==> src/rtl/port_change_irq.sv <==
module port_change_irq #(
  parameter int W = 8,
  parameter int LO = 4
) (
  input  logic         clk,
  input  logic         rst_n,
  input  logic [W-1:0] pin_in,
  input  logic [W-1:0] dir_in,
  input  logic         rd_stb,
  input  logic         ctl_wr,
  input  logic         ctl_chg_en,
  input  logic         ctl_glb_en,
  input  logic         flag_clr,
  output logic [W-1:0] rd_data,
  output logic         chg_flag,
  output logic         irq
);
  localparam int NW = W - LO;

  logic [W-1:0]  pin_s1, pin_s2;
  logic [NW-1:0] cmp_q;
  logic          chg_en_q, glb_en_q, flag_q;
  logic          armed, mismatch;

  always_ff @(posedge clk or negedge rst_n)
    if (!rst_n) begin
      pin_s1 <= '0;
      pin_s2 <= '0;
    end else begin
      pin_s1 <= pin_in;
      pin_s2 <= pin_s1;
    end

  assign armed    = &dir_in[W-1:LO];
  assign mismatch = armed && (|(pin_s2[W-1:LO] ^ cmp_q));

  always_ff @(posedge clk or negedge rst_n)
    if (!rst_n) cmp_q <= '0;
    else if (rd_stb) cmp_q <= pin_s2[W-1:LO];

  always_ff @(posedge clk or negedge rst_n)
    if (!rst_n) begin
      chg_en_q <= 1'b0;
      glb_en_q <= 1'b0;
    end else if (ctl_wr) begin
      chg_en_q <= ctl_chg_en;
      glb_en_q <= ctl_glb_en;
    end

  always_ff @(posedge clk or negedge rst_n)
    if (!rst_n) flag_q <= 1'b0;
    else if (mismatch) flag_q <= 1'b1;
    else if (flag_clr) flag_q <= 1'b0;

  assign rd_data  = pin_s2;
  assign chg_flag = flag_q;
  assign irq      = flag_q & chg_en_q & glb_en_q;
endmodule


==> config.mk <==
export PLATFORM = sky130hd
export DESIGN_NAME = port_change_irq
export DESIGN_NICKNAME = d
export VERILOG_FILES = /design/src/rtl/port_change_irq.sv
export SDC_FILE = /design/constraint.sdc
export NUM_CORES = 1
export LEC_CHECK = 0
export BUFFER_PORTS_ARGS = -buffer_cell sky130_fd_sc_hd__buf_2
export CORE_MARGIN = 3
export CORE_UTILIZATION = 40
export DETAILED_ROUTE_END_ITERATION = 8
export GPL_ROUTABILITY_DRIVEN = 0
export HOLD_SLACK_MARGIN = 0.02
export MAX_ROUTING_LAYER = met4
export PLACE_DENSITY_LB_ADDON = 0.15
export SLEW_MARGIN = 25
export SYNTH_ARGS = -nofsm -noshare
export SYNTH_HDL_FRONTEND = slang
export SYNTH_SLANG_ARGS = --single-unit
==> constraint.sdc <==
create_clock -name clk -period 1.9 [get_ports clk]
set_input_delay 0.095 -clock clk [delete_from_list [all_inputs] [get_ports clk]]
set_output_delay 0.095 -clock clk [all_outputs]
set_load 0.01 [all_outputs]
==> summary.txt <==
Hold Path Stages: 3
Total power of the final layout: 0.833 mW
Number of setup buffers added after CTS: 0
Buffers on Ports: 28
Top post-synthesis cells by area: dfrtp_1 (81%), mux2_2 (6.4%), xor2_1 (5.0%), mux2_1 (3.2%), and3_1 (0.88%)
Kind of end point of the critical path: flip-flop
Area share of the leading cell type in the synthesized netlist: 81.4%
Worst-path fanout max: 3
Clk Latency, worst-skew pair: 0.29 ns
Min-delay src: dir_in[5]
Initial core utilization: 44.8%
Overall routing resource usage: 11.6%
Sequential fraction of the synthesis area: 81.4%
Number of iterations in the first detailed-routing pass: 2
Congestion Overflow GR: 0
Synthesized area: 707 sq um
Maximum ir drop on the vdd rail: 0.000477 V
Fmax achieved: 0.868 GHz
Number of diodes: 0
Crit path required time: 2.08 ns
Worst R2R Path Depth: 3
Count of warnings emitted by yosys: 0
Final clock period utilization by the worst path: 60.6%
Number of buffer and inverter stages on the critical path: 0
Hold slack final: 0.0477 ns
Number of instances in the synthesized netlist: 38
Headroom to the max-slew limit: 68.5%
Number of nets in the final layout: 106
Number of flops mapped to enable cells by yosys: 0
Worst-case hold path end point: chg_flag$_DFFE_PN0P_
Minimum period implied by the final worst setup slack: 1.15 ns
Number of antenna violations at the first check in global routing: 0
Share of flip-flops with an asynchronous set or reset after synthesis: 100%
Ys flop type: dfrtp_1
Wire length of the first global-routing pass: 1700 um
CP peak stage delay: 0.43 ns
Fill cell count: 121
Remaining design rule violation count: 0
Die height: 48.0 um
Average via count per standard cell: 4.56
DRC violation total after the first TritonRoute iteration: 2
Cell family with the largest share of critical-path delay: flip-flops
CTS max path bufs: 2
Floorplan row count: 14
Setup slack on the worst flop-to-flop path: 0.75 ns
Clock transition at the registers of the reported paths: 0.11 ns
Clock skew: 0.00169 ns
Cell with the most instances after synthesis: dfrtp_1
List of cells traversed by the critical path: xor2_1 > nor4_1 > o22ai_1
Maximum capacitance violations: 0
Non-filler cells in the finished layout: 98
Slowest cell on crit path: dfrtp_1
Synthesis-stage register bit count: 23
TNS Setup: 0 ns
Power density of the placed cells: 822 mW/mm^2
Outcome: completed
Reg-to-Reg Start: rd_data[5]$_DFF_PN0_
Critical R2R Capture: chg_flag$_DFFE_PN0P_
Via Count: 447
Max-slew violations: 0
Layout overhead on the synthesized area: 43.4%
Total Routed Length: 1090 um
Post-synthesis cell type count: 9
Area inside the core boundary: 0.00158 sq mm
Net Count, Synth: 61
TritonCTS clock tree: done
H-tree depth: 1
Vias in the first global route: 424
Pin count of the biggest net entering global routing: 24
Fraction of final layout cells sized beyond drive strength 1: 42.7%
Leakage Power: 0.499 nW
Unrepaired setup endpoints after global routing: false
Worst min-delay path class: input port to flip-flop
CTS buffer count: 3
Final Hold Violating Endpoints: 0
Measured slew at the worst slew-check pin: 0.472 ns
Mean instance size in the synthesized netlist: 18.6 sq um
Top cell type by total area after synthesis: dfrtp_1
Width of the chip: 48.0 um
Setup crit start kind: flip-flop
Total of endpoints with negative setup slack in the final report: 0
Antenna viol nets, final: 0
Commonest cells in the netlist: dfrtp_1 (23), mux2_2 (4), xor2_1 (4)
I/O pin count: 33
Data arrival time of the critical path: 1.33 ns
Clock tree root driver cell: clkbuf_4
Cell total after placement: 82
Total Die Area: 0.00231 sq mm
Wirelength per Cell: 11.1 um
CTS Sinks: 23
Class of the most critical setup path: flip-flop to flip-flop
==> power by group <==
group | leakage [nW] | internal [mW] | switching [mW]
sequential | 0.270 | 0.520 | 0.0147
clock | 0.0150 | 0.0817 | 0.129
combinational | 0.214 | 0.0529 | 0.0340
==> worst max path at each step <==
stage,start,endpoint,cells past startpoint
floorplan,rd_data[5]$_DFF_PN0_,chg_flag$_DFFE_PN0P_,3
global placement,rd_data[5]$_DFF_PN0_,chg_flag$_DFFE_PN0P_,3
detailed placement,rd_data[5]$_DFF_PN0_,chg_flag$_DFFE_PN0P_,3
CTS,cmp_q[1]$_DFFE_PN0P_,chg_flag$_DFFE_PN0P_,3
global route,cmp_q[1]$_DFFE_PN0P_,chg_flag$_DFFE_PN0P_,3
finish,rd_data[5]$_DFF_PN0_,chg_flag$_DFFE_PN0P_,3
==> stage by stage <==
stage | area, sq um | setup slack, ns | utilization (%)
global placement | 867 | 0.792 | 55.0
CTS | 1010 | 0.716 | 64.3
floorplan | 707 | 0.848 | -
finish | 1010 | 0.748 | 64.3
detailed placement | 867 | 0.739 | 55.0
global route | 1010 | 0.632 | 64.3
==> kinds of logic (layout without fill, tap and decap cells) <==
group                     count (synthesis)  in the layout  synth area share [%]
and+or+nand+nor                           3              3                  2.66
xor gates and xnor gates                  4              4                  4.96
muxes                                     6              6                  9.56
DFF                                      23             23                  81.4
buffers and inverters                     1             45                 0.530
AOI/OAI and AO/OA                         1              1                 0.886
==> cell type report <==
class / instances / area (sq um) / area share [%]
clock buffer: 4 / 26.3 / 2.59
inverter: 1 / 3.75 / 0.370
multi-input combinational: 14 / 128 / 12.6
sequential: 23 / 576 / 56.8
tap: 16 / 20.0 / 1.98
timing repair buffer: 40 / 260 / 25.7
==> worst register-to-register path: stages (launching register included) <==
cell     delay, ns
dfrtp_1       0.43
xor2_1        0.15
nor4_1        0.32
o22ai_1       0.14
==> routing by layer <==
| layer | vias to the layer above | part of all wire [%] | global-route usage, % |
|---|---|---|---|
| met5 | - | 0 | - |
| met4 | 0 | 0 | 4.84 |
| met3 | 0 | 5.4 | 2.26 |
| met2 | 20 | 53 | 21.1 |
| met1 | 210 | 41 | 11.8 |
| li1 | 217 | - | - |
==> placed cells by master, fill, tap and decap left out <==
master         instances
buf_2                 28
mux2_1                 2
xor2_1                 4
clkbuf_4               3
dfrtp_1               23
dlygate4sd3_1         12
and3_1                 1
mux2_2                 4
nand4_1                1
inv_1                  1
o22ai_1                1
clkbuf_1               1
nor4_1                 1
==> repair_timing <==
item	in CTS	in global routing
hold buffers	12	0
hold endpoints to repair	34	0
resized for setup	0	0
==> registers in the layout (all words and copies together), names as in the netlist <==
register / cells
chg_en_q: 1
cmp_q: 4
pin_s1: 8
chg_flag: 1
rd_data: 8
glb_en_q: 1
(Power assumes the default switching activity.)
